**src/rtl/qpc_pkg.sv**
```systemverilog
`timescale 1ns/1ps
package qpc_pkg;

  typedef enum logic [1:0] {
    PH1 = 2'd0,
    PH2 = 2'd1,
    PH3 = 2'd2,
    PH4 = 2'd3
  } phase_e;

  function automatic phase_e next_phase(input phase_e p);
    case (p)
      PH1:     return PH2;
      PH2:     return PH3;
      PH3:     return PH4;
      default: return PH1;
    endcase
  endfunction

  // last tick slot of a phase of length len
  function automatic bit at_phase_end(input int unsigned cnt, input int unsigned len);
    return cnt == len - 1;
  endfunction

  // clear window: one slot after the first, one slot before the last
  function automatic bit in_clear_window(input int unsigned cnt, input int unsigned len);
    return (cnt >= 1) && (cnt + 2 <= len);
  endfunction

endpackage

```
**src/rtl/qpc_rise_det.sv**
```systemverilog
`timescale 1ns/1ps
module qpc_rise_det (
  input  logic clk,
  input  logic rst_n,
  input  logic level,
  output logic rise
);
  logic level_q;

  always_ff @(posedge clk or negedge rst_n) begin
    if (!rst_n) level_q <= 1'b0;
    else        level_q <= level;
  end

  assign rise = level & ~level_q;

  // a held level produces one edge only
  a_r7_single_edge: assert property (@(posedge clk) disable iff (!rst_n)
    rise |=> !rise);

endmodule

```
**src/rtl/qpc_phase_seq.sv**
```systemverilog
`timescale 1ns/1ps
module qpc_phase_seq #(
  parameter int unsigned PHASE_TICKS = 4,
  parameter int unsigned CNT_W       = 2
) (
  input  logic               clk,
  input  logic               rst_n,
  input  logic               active,
  input  logic               tick,
  output qpc_pkg::phase_e    phase,
  output logic [CNT_W-1:0]   cnt,
  output logic               boundary
);
  import qpc_pkg::*;

  logic slot_last;
  logic adv;

  assign slot_last = at_phase_end(int'(cnt), PHASE_TICKS);
  assign adv       = active & tick;
  assign boundary  = adv & slot_last & (phase == PH4);

  always_ff @(posedge clk or negedge rst_n) begin
    if (!rst_n) begin
      phase <= PH1;
      cnt   <= '0;
    end else if (!active) begin
      phase <= PH1;
      cnt   <= '0;
    end else if (tick) begin
      if (slot_last) begin
        cnt   <= '0;
        phase <= next_phase(phase);
      end else begin
        cnt   <= cnt + CNT_W'(1);
      end
    end
  end

  // nothing moves between ticks
  a_r2_hold_between_ticks: assert property (@(posedge clk) disable iff (!rst_n)
    (active && $past(active) && !$past(tick)) |-> ($stable(cnt) && $stable(phase)));

  // phases only step forward by one
  a_r4_phase_order: assert property (@(posedge clk) disable iff (!rst_n)
    (active && $past(active) && (phase != $past(phase))) |-> (phase == next_phase($past(phase))));

endmodule

```
**src/rtl/qpc_strobe_gen.sv**
```systemverilog
`timescale 1ns/1ps
module qpc_strobe_gen #(
  parameter int unsigned PHASE_TICKS = 4,
  parameter int unsigned CNT_W       = 2
) (
  input  logic             clk,
  input  logic             rst_n,
  input  logic             busy,
  input  qpc_pkg::phase_e  phase,
  input  logic [CNT_W-1:0] cnt,
  output logic [1:0]       act,
  output logic [1:0]       clr
);
  import qpc_pkg::*;

  for (genvar g = 0; g < 2; g++) begin : g_pair
    localparam phase_e OWN_PH = (g == 0) ? PH1 : PH3;

    assign act[g] = busy & (phase == OWN_PH);
    assign clr[g] = act[g] & in_clear_window(int'(cnt), PHASE_TICKS);

    // clear starts only after activate is already up
    a_r3_clr_after_act: assert property (@(posedge clk) disable iff (!rst_n)
      $rose(clr[g]) |-> $past(act[g]));

    // clear is already down when activate drops
    a_r3_act_outlasts_clr: assert property (@(posedge clk) disable iff (!rst_n)
      $fell(act[g]) |-> !$past(clr[g]));
  end

  // the two activate strobes never overlap
  a_r4_one_act: assert property (@(posedge clk) disable iff (!rst_n)
    $onehot0(act));

endmodule

```
**src/rtl/qpc_run_ctl.sv**
```systemverilog
`timescale 1ns/1ps
module qpc_run_ctl (
  input  logic clk,
  input  logic rst_n,
  input  logic run_req,
  input  logic stop_req,
  input  logic halt_req,
  input  logic step_edge,
  input  logic boundary,
  output logic busy,
  output logic instr_done
);
  logic cont;
  logic stop_pend;
  logic start_run;
  logic start_step;
  logic end_now;

  assign start_run  = ~busy & run_req & ~stop_req;
  assign start_step = ~busy & step_edge & ~run_req & ~stop_req;
  assign end_now    = boundary & (~cont | stop_pend | stop_req | halt_req);

  always_ff @(posedge clk or negedge rst_n) begin
    if (!rst_n) begin
      busy       <= 1'b0;
      cont       <= 1'b0;
      stop_pend  <= 1'b0;
      instr_done <= 1'b0;
    end else begin
      instr_done <= boundary;
      if (!busy) begin
        stop_pend <= 1'b0;
        if (start_run) begin
          busy <= 1'b1;
          cont <= 1'b1;
        end else if (start_step) begin
          busy <= 1'b1;
          cont <= 1'b0;
        end
      end else if (end_now) begin
        busy      <= 1'b0;
        cont      <= 1'b0;
        stop_pend <= 1'b0;
      end else if (stop_req | halt_req) begin
        stop_pend <= 1'b1;
      end
    end
  end

  // execution only ever ends at an instruction boundary
  a_r8_fall_on_boundary: assert property (@(posedge clk) disable iff (!rst_n)
    $fell(busy) |-> $past(boundary));

  // a single step ends at its first boundary
  a_r6_step_ends: assert property (@(posedge clk) disable iff (!rst_n)
    (busy && !cont && boundary) |=> !busy);

  // the boundary pulse is one cycle wide
  a_r10_done_pulse: assert property (@(posedge clk) disable iff (!rst_n)
    instr_done |=> !instr_done);

  // stop while idle blocks any start
  a_r11_stop_blocks_start: assert property (@(posedge clk) disable iff (!rst_n)
    (!busy && stop_req) |=> !busy);

endmodule

```
**src/rtl/quad_phase_clkctl.sv**
```systemverilog
`timescale 1ns/1ps
module quad_phase_clkctl #(
  parameter int unsigned PHASE_TICKS = 4
) (
  input  logic clk,
  input  logic rst_n,
  input  logic tick,
  input  logic run_req,
  input  logic stop_req,
  input  logic step_req,
  input  logic halt_req,
  output logic ph1_act,
  output logic ph1_clr,
  output logic ph3_act,
  output logic ph3_clr,
  output logic busy,
  output logic instr_done
);
  localparam int unsigned CNT_W = (PHASE_TICKS > 1) ? $clog2(PHASE_TICKS) : 1;

  qpc_pkg::phase_e  phase;
  logic [CNT_W-1:0] cnt;
  logic             boundary;
  logic             step_edge;
  logic [1:0]       act;
  logic [1:0]       clr;

  qpc_rise_det u_step_edge (
    .clk   (clk),
    .rst_n (rst_n),
    .level (step_req),
    .rise  (step_edge)
  );

  qpc_run_ctl u_ctl (
    .clk        (clk),
    .rst_n      (rst_n),
    .run_req    (run_req),
    .stop_req   (stop_req),
    .halt_req   (halt_req),
    .step_edge  (step_edge),
    .boundary   (boundary),
    .busy       (busy),
    .instr_done (instr_done)
  );

  qpc_phase_seq #(.PHASE_TICKS(PHASE_TICKS), .CNT_W(CNT_W)) u_seq (
    .clk      (clk),
    .rst_n    (rst_n),
    .active   (busy),
    .tick     (tick),
    .phase    (phase),
    .cnt      (cnt),
    .boundary (boundary)
  );

  qpc_strobe_gen #(.PHASE_TICKS(PHASE_TICKS), .CNT_W(CNT_W)) u_strobe (
    .clk   (clk),
    .rst_n (rst_n),
    .busy  (busy),
    .phase (phase),
    .cnt   (cnt),
    .act   (act),
    .clr   (clr)
  );

  assign ph1_act = act[0];
  assign ph1_clr = clr[0];
  assign ph3_act = act[1];
  assign ph3_clr = clr[1];

  // nothing is driven right after reset
  a_r1_quiet_after_reset: assert property (@(posedge clk)
    $rose(rst_n) |-> (!busy && !instr_done));

  // each boundary pulse follows a cycle in which the machine was busy
  a_r10_done_after_busy: assert property (@(posedge clk) disable iff (!rst_n)
    instr_done |-> $past(busy));

endmodule

```
**config.mk**
```make
export PLATFORM = sky130hd
export DESIGN_NAME = quad_phase_clkctl
export DESIGN_NICKNAME = d
export VERILOG_FILES = /design/src/rtl/qpc_pkg.sv /design/src/rtl/qpc_rise_det.sv /design/src/rtl/qpc_phase_seq.sv /design/src/rtl/qpc_strobe_gen.sv /design/src/rtl/qpc_run_ctl.sv /design/src/rtl/quad_phase_clkctl.sv
export SDC_FILE = /design/constraint.sdc
export NUM_CORES = 1
export LEC_CHECK = 0
export BUFFER_PORTS_ARGS = -buffer_cell sky130_fd_sc_hd__buf_2
export CAP_MARGIN = 20
export CELL_PAD_IN_SITES_DETAIL_PLACEMENT = 0
export CELL_PAD_IN_SITES_GLOBAL_PLACEMENT = 1
export CORE_AREA = 4 4 41 43
export CTS_CLUSTER_DIAMETER = 150
export DETAILED_ROUTE_END_ITERATION = 12
export DIE_AREA = 0 0 45 47
export GPL_ROUTABILITY_DRIVEN = 0
export GPL_TIMING_DRIVEN = 1
export PLACE_DENSITY_LB_ADDON = 0.1
export REMOVE_ABC_BUFFERS = 1
export SLEW_MARGIN = 10
export SYNTH_ARGS = -nofsm -noshare
export SYNTH_HDL_FRONTEND = slang
export SYNTH_SLANG_ARGS = --single-unit
```
**constraint.sdc**
```tcl
create_clock -name clk -period 1.65 [get_ports clk]
set_input_delay 0.165 -clock clk [delete_from_list [all_inputs] [get_ports clk]]
set_output_delay 0.165 -clock clk [all_outputs]
set_load 0.02 [all_outputs]
```
* After elaboration in Yosys (flattened, before gate mapping)
Index checks and enable logic that the tools add are counted. W data, S select, Z words.
Storage, ports and cells: flip-flop bits (word level) 9, input bits 7, output and inout bits 6, word-level logic and storage cells 65
Cells by class: equal/unequal tests 8, muxes and demuxes 18, $add $sub $neg 2, $lt $le $gt $ge 2, bitwise logic cells 23, reductions and logical operators 5
Operators by type and width (count):
- $le A32 B3 Y1 const B | 1
- $and A1 B1 Y1 | 14
- $mux W2 | 6
- $mux W1 | 11
- $eq A2 B2 Y1 const B | 3
- $pmux W2 S3 | 1
- $not A1 Y1 | 5
- $ne A2 B2 Y1 const B | 2
- $or A1 B1 Y1 | 4
- $reduce_and A2 Y1 | 2
- $add A2 B2 Y3 const B | 1
- $ne A3 B3 Y1 const B | 1
- $reduce_bool A3 Y1 | 1
- $add A2 B1 Y2 const B | 1
- $eq A2 B1 Y1 const B | 1
- $ge A2 B1 Y1 const B | 1
- $logic_not A2 Y1 | 1
- $ne A2 B1 Y1 const B | 1
- $logic_and A1 B1 Y1 | 1

* Logic depth before layout (Yosys ltp)
Gate-level depths: netlist (run 1).
depth in word-level cells 8, mapped depth 4, gate-level depth less buffers 4

* Hierarchy
A second synthesis (run 1) with hierarchy kept.
Second synthesis, totals: cells, all modules 40, area total of the unflattened synthesis 474.2 um^2
By module, submodules not included:
- qpc_phase_seq | cells each 18, area an instance 201.4 um^2, sequential area each 100.1 um^2, times used 1
- qpc_run_ctl | cells each 15, area an instance 173.9 um^2, sequential area each 100.1 um^2, times used 1
- qpc_strobe_gen | cells each 5, area an instance 60.1 um^2, sequential area each 0.0 um^2, times used 1
- qpc_rise_det | cells each 2, area an instance 38.8 um^2, sequential area each 25.0 um^2, times used 1

* Least setup slack after synthesis (run 1)
No wires, ideal clock.
path kind reg-to-output, from reg u_seq.cnt[0], to out ph1_clr, buffers on the path 0, required time 1485 ps, path slack 570 ps, stages on the path, launching flop included 3, arrival time 915 ps, cell sequence dfrtp_1 ha_1 and3_1
On the way: cells in the longest elaborated chain, start to end 4, elaborated cells on any way between the ends 5, classes of those cells 1 x add/sub; 2 x order compare; 1 x bitwise; 1 x reduce/logical
RTL lines:
- start, declared | RTL line qpc_phase_seq.sv:11 | output logic [CNT_W-1:0] cnt,
- start signal, assigned | RTL line qpc_phase_seq.sv:35 | cnt <= cnt + CNT_W'(1);
- $add A2 B2 Y3 | RTL line qpc_pkg.sv:27 | return (cnt >= 1) && (cnt + 2 <= len);
- $le A32 B3 Y1 | RTL line qpc_pkg.sv:27
- $logic_and A1 B1 Y1 (*) | RTL line qpc_pkg.sv:27
- $and A1 B1 Y1 (*) | RTL line qpc_strobe_gen.sv:20 | assign clr[g] = act[g] & in_clear_window(int'(cnt), PHASE_TICKS);
- end, declared | RTL line quad_phase_clkctl.sv:13 | output logic ph1_clr,
Mark *: on every way between the ends. The rest lies on a longest branch, timed or not.

* Worst setup path in the final report (run 1)
from reg u_seq.cnt[0], to out ph3_clr
On the way: cells in the longest elaborated chain, start to end 4, elaborated cells on any way between the ends 5, classes of those cells 1 x add/sub; 2 x order compare; 1 x bitwise; 1 x reduce/logical
RTL lines:
- $add A2 B2 Y3 | RTL line qpc_pkg.sv:27
- $le A32 B3 Y1 | RTL line qpc_pkg.sv:27
- $logic_and A1 B1 Y1 (*) | RTL line qpc_pkg.sv:27
- $and A1 B1 Y1 (*) | RTL line qpc_strobe_gen.sv:20
- end, declared | RTL line quad_phase_clkctl.sv:15 | output logic ph3_clr,
Marked as above.

==> impl_metrics.csv, run 1 <==
group,metric,value,unit
outcome,status,"complete, no violations",
clock_network,cts_htree_levels,1,
routing,drc,0,
sta,rsz0062_at_grt,"no",
finish,drive_gt1_share,31.7,%
clock_network,clk_path_buf_depth,2,
hold_path,min_path_cells,1,
setup_path,endpoint_kind,"output port",
clock_network,numCtsBuffers,3,
floorplan,coreArea,1300,um^2
floorplan,die_x,45,um
setup_path,rr_worst_depth,4,
sta,slew_headroom,83.8,%
global_routing,overflow,0,
finish,syn_to_final_growth,25.3,%
floorplan,die_h,47,um
sta,setup-tns-final,0,ps
floorplan,rows,13,
finish,nFillCells,143,
synth,yosysWarnings,0,
synth,syn_avg_cell_area,10.6,um^2
global_routing,grt.total_usage,10.5,%
global_routing,grt_pass1_vias,391,
routing,drt_first_pass_iters,4,
synth,synthTopCellsByArea,"dfrtp_1 (50%), ha_1 (11%), mux2i_1 (4.4%)",
sta,period_minus_slack,1440,ps
global_routing,antenna_found_initial,0,
routing,drt-total-wl,854,um
place,dp_hpwl,729,um
synth,yosysTopAreaCell,"dfrtp_1",
finish,multiInputGateArea,214,um^2
job,maxCapViolations,0,
setup_path,start_kind,"flop",
finish,insertedDiodeCount,0,
clock_network,clkSlewWorstSetupHoldPaths,60,ps
routing,wl_per_cell,11.4,um
setup_path,required,1480,ps
sta,max_freq,0.692,GHz
power,p_per_area,1670,nW/um^2
power,ir_worst_vdd,0.000615,V
synth,synth_seq_cells,9,
synth,netlist_area,454,um^2
routing,ant_nets,0,
clock_network,root_buffer,"clkbuf_4",
finish,nets,72,
sta,maxSlewViolCount,0,
finish,final_cell_mix,"buf_2 (12), dfrtp_1 (9), nor2_1 (5)",
synth,synth_top_area_share,49.6,%
clock_network,cts_tree,"built",
global_routing,grt_max_degree,10,
clock_network,clock-sinks,9,
setup_path,crit_path_max_fanout,3,
routing,num_vias,369,
hold_path,min_path_type,"in2reg",
sta,final_hold_viol_count,0,
place,io_buffers,12,
setup_path,critPathKind,"reg2out",
sta,fin_crit_sh,87.5,%
clock_network,insertion_delay,250,ps
power,finalPower,0.000952,W
sta,worstMarginPinSlew,242,ps
power,leakage,0.303,nW
routing,via_per_inst,4.92,
clock_network,ctsResizeCount,0,
global_routing,grt_pass1_wl,1500,um
clock_network,cts_hold_buffers,1,
floorplan,io_pins,13,
synth,synth_seq_area_share,49.6,%
finish,layout_commonest_cell,"buf_2",
setup_path,cp.arrival,1280,ps
finish,regArea,225,um^2
floorplan,start_util,34.9,%
synth,synth.distinct_cells,20,
sta,skew,4.07,ps
clock_network,cts_setup_buffers,0,
routing,drtIter0Drc,2,
synth,syn_inst,43,
sta,finalSetupViolCount,0,
floorplan,die-area,2120,um^2
[cells in the mapped netlist (all sizes together)]
cell type,number
inv,4
nor3,2
nand4,1
nand3,1
xnor2,1
o21ai,1
a21oi,3
dfrtp,9
o21bai,1
and2,2
mux2i,2
nand2,3
a21bo,1
nor2b,1
nor2,5
and3,2
ha,4
[critical path, stage by stage, from the launching register on]
cell and delay, ps:
dfrtp_1 400, ha_1 330, and3_1 150, buf_2 150
[routing by layer]
metal	part of all wire [%]	wire, um	GRT usage, %	up-vias
li1	-	-	-	179
met1	38	324	9.13	177
met2	53	451	19.8	11
met3	8.7	74	2.68	2
met4	0.47	4	8.77	0
met5	0	0	0	-
[registers in the layout, summed over array words and instances (netlist names)]
signal / flops
u_ctl.cont: 1
u_seq.phase: 2
u_ctl.busy: 1
u_ctl.instr_done: 1
u_step_edge.level_q: 1
u_ctl.stop_pend: 1
u_seq.cnt: 2
[final cells by class]
cell class / count / share of cell area (%)
clock buffer: 4 / 4.62
sequential: 9 / 39.6
multi-input combinational: 30 / 37.6
timing repair buffer: 13 / 12.3
tap: 15 / 3.30
inverter: 4 / 2.64
[power by group]
group	internal [W]	leakage [nW]	total [W]	switching (W)
combinational	0.000185	0.184	0.000428	0.000243
clock	0.0000929	0.0150	0.000165	0.0000722
sequential	0.000299	0.105	0.000359	0.0000605
[metrics by stage]
stage	hold slack, ps	cells	util (%)	worst slack [ps]	instance area, um^2
final	21.0	75	43.8	206	569
after global routing	20.2	75	43.8	156	569
after CTS	13.1	75	43.8	192	569
after detailed placement	25.6	70	41.0	477	533
after global placement	19.4	70	41.0	518	533
after floorplan	-131	43	-	570	454
[logic make-up (layout without fill, tap and decap cells)]
group                      Yosys count  after routing  share of synthesized area (%)
and+or+nand+nor                     17             17                           20.7
DFF                                  9              9                           49.6
AOI/OAI and AO/OA                    6              6                           9.09
adders and majority gates            4              4                           11.0
buffers and inverters                4             21                           3.30
muxes                                2              2                           4.41
xor gates and xnor gates             1              1                           1.93
[worst paths after layout]
kind	start	end	slack, ps
worst min register to register	u_seq.cnt[1]$_DFFE_PN0P_	u_seq.cnt[1]$_DFFE_PN0P_	540
worst max register to register	u_seq.cnt[0]$_DFFE_PN0P_	u_ctl.cont$_DFFE_PN0P_	550
worst max-delay path	u_seq.cnt[0]$_DFFE_PN0P_	ph3_clr	210
min in group asynchronous	rst_n	u_step_edge.level_q$_DFF_PN0_	290
max in group asynchronous	rst_n	u_seq.phase[1]$_DFFE_PN0P_	1180
worst min-delay path	step_req	u_step_edge.level_q$_DFF_PN0_	20
Note: power is estimated with default switching activity, not from simulation.
==> inputs of run 2 (changes only) <==
--- a/config.mk
+++ b/config.mk
@@ -15,6 +15,7 @@
 export DIE_AREA = 0 0 45 47
 export GPL_ROUTABILITY_DRIVEN = 0
 export GPL_TIMING_DRIVEN = 1
+export HOLD_SLACK_MARGIN = 0.12
 export PLACE_DENSITY_LB_ADDON = 0.1
 export REMOVE_ABC_BUFFERS = 1
 export SLEW_MARGIN = 10
==> run 2 against run 1 <==
Effect of this change:
- routed wire length is 0.35% higher
- total power is 0.19% higher
- critical path depth stayed put
- critical path type unchanged
- largest cell class unchanged
==> impl_metrics.csv, run 2 (same netlist as run 1, synthesis figures left out) <==
group,metric,value,unit
setup_path,cp.arrival,1280,ps
routing,drc,0,
finish,nets,73,
floorplan,start_util,34.9,%
global_routing,grt_max_degree,10,
setup_path,endpoint_kind,"output port",
routing,wl_per_cell,11.3,um
routing,drtIter0Drc,2,
sta,maxSlewViolCount,0,
clock_network,clkSlewWorstSetupHoldPaths,60,ps
outcome,status,"complete, no violations",
setup_path,r2r_end,"u_ctl.cont$_DFFE_PN0P_",
sta,fin_crit_sh,87.5,%
setup_path,required,1480,ps
setup_path,crit_path_max_fanout,3,
sta,period_minus_slack,1440,ps
place,dp_hpwl,729,um
finish,layout_commonest_cell,"buf_2",
sta,skew,4.07,ps
job,maxCapViolations,0,
clock_network,clock-sinks,9,
clock_network,numCtsBuffers,3,
finish,syn_to_final_growth,27.5,%
global_routing,grt_pass1_wl,1510,um
power,leakage,0.308,nW
power,p_per_area,1650,nW/um^2
place,io_buffers,12,
floorplan,coreArea,1300,um^2
floorplan,die_h,47,um
clock_network,cts_htree_levels,1,
global_routing,grt_pass1_vias,394,
hold_path,min_path_cells,3,
finish,multiInputGateArea,214,um^2
setup_path,rr_worst_depth,4,
clock_network,clk_path_buf_depth,2,
sta,rsz0062_at_grt,"no",
sta,worstMarginPinSlew,242,ps
setup_path,critPathKind,"reg2out",
routing,via_per_inst,4.88,
finish,largestRegisters,"u_seq.cnt x2, u_seq.phase x2",
global_routing,antenna_found_initial,0,
finish,regArea,225,um^2
sta,final_hold_viol_count,0,
floorplan,io_pins,13,
hold_path,min_to,"u_ctl.cont$_DFFE_PN0P_",
sta,whs,148,ps
hold_path,min_path_type,"in2reg",
routing,ant_nets,0,
finish,final_cell_mix,"buf_2 (12), dfrtp_1 (9), nor2_1 (5)",
floorplan,rows,13,
global_routing,grt.total_usage,10.5,%
clock_network,cts_tree,"built",
floorplan,die_x,45,um
setup_path,cp_slowest_cell,"dfrtp_1",
setup_path,start_kind,"flop",
setup_path,max_stage_delay,400,ps
sta,slew_headroom,83.8,%
clock_network,root_buffer,"clkbuf_4",
routing,drt_first_pass_iters,4,
routing,num_vias,371,
setup_path,r2r_start,"u_seq.cnt[0]$_DFFE_PN0P_",
floorplan,die-area,2120,um^2
finish,drive_gt1_share,31.1,%
sta,max_freq,0.692,GHz
finish,insertedDiodeCount,0,
routing,drt-total-wl,857,um
clock_network,insertion_delay,250,ps
global_routing,overflow,0,
setup_path,crit_chain,"ha_1 -> and3_1 -> buf_2",
power,ir_worst_vdd,0.000615,V
sta,finalSetupViolCount,0,
hold_path,min_from,"run_req",
setup_path,r2r_setup_slack,550,ps
sta,setup-tns-final,0,ps
finish,nFillCells,142,
-- run 2: final cells by class --
class | instances | share of cell area (%)
clock buffer | 4 | 4.54
inverter | 4 | 2.59
multi-input combinational | 30 | 36.9
sequential | 9 | 38.9
tap | 15 | 3.24
timing repair buffer | 14 | 13.8
-- run 2: per-layer routing --
layer | global-route usage, % | share of wire, % | vias to the layer above
li1 | - | - | 181
met3 | 2.68 | 8.6 | 2
met4 | 8.77 | 0.47 | 0
met2 | 19.8 | 52 | 11
met1 | 9.37 | 39 | 177
met5 | 0 | 0 | -
-- run 2: how the worst max path moves through the flow --
stage	from	to	slack, ps	cells after the start
global placement	u_seq.cnt[0]$_DFFE_PN0P_	ph3_clr	520	3
detailed placement	u_seq.cnt[0]$_DFFE_PN0P_	ph3_clr	480	3
floorplan	u_seq.cnt[0]$_DFFE_PN0P_	ph1_clr	570	2
CTS	u_seq.cnt[0]$_DFFE_PN0P_	ph3_clr	190	3
finish	u_seq.cnt[0]$_DFFE_PN0P_	ph3_clr	210	3
global route	u_seq.cnt[0]$_DFFE_PN0P_	ph3_clr	160	3
-- run 2: timing repair --
| item | CTS | global route |
|---|---|---|
| hold buffers | 2 | 0 |
| endpoints found under the hold margin | 10 | 0 |
| resized for setup | 0 | 0 |
| setup buffers | 0 | 0 |
-- run 2: per-stage QoR --
stage | setup WS (ps) | instance area [um^2] | utilization, % | power, W | cells
6_report | 206 | 579 | 44.5 | 0.000954 | 76
3_5_place_dp | 477 | 533 | 41.0 | 0.000798 | 70
4_1_cts | 192 | 579 | 44.5 | 0.000973 | 76
5_1_grt | 156 | 579 | 44.5 | 0.00104 | 76
3_3_place_gp | 518 | 533 | 41.0 | 0.000764 | 70
2_1_floorplan | 570 | 454 | - | 0.000661 | 43
-- run 2: critical path: cells and delay by family (launching register included) --
kind          cells  cell delay (ps)
flops             1              400
buf+inv           1              150
simple gates      1              150
fa+ha+maj         1              330
-- run 2: report_power, final --
part,internal [W],switching [W],total [W]
sequential,0.000299,0.0000605,0.000359
combinational,0.000186,0.000243,0.000429
clock,0.0000929,0.0000722,0.000165
total,0.000578,0.000376,0.000954
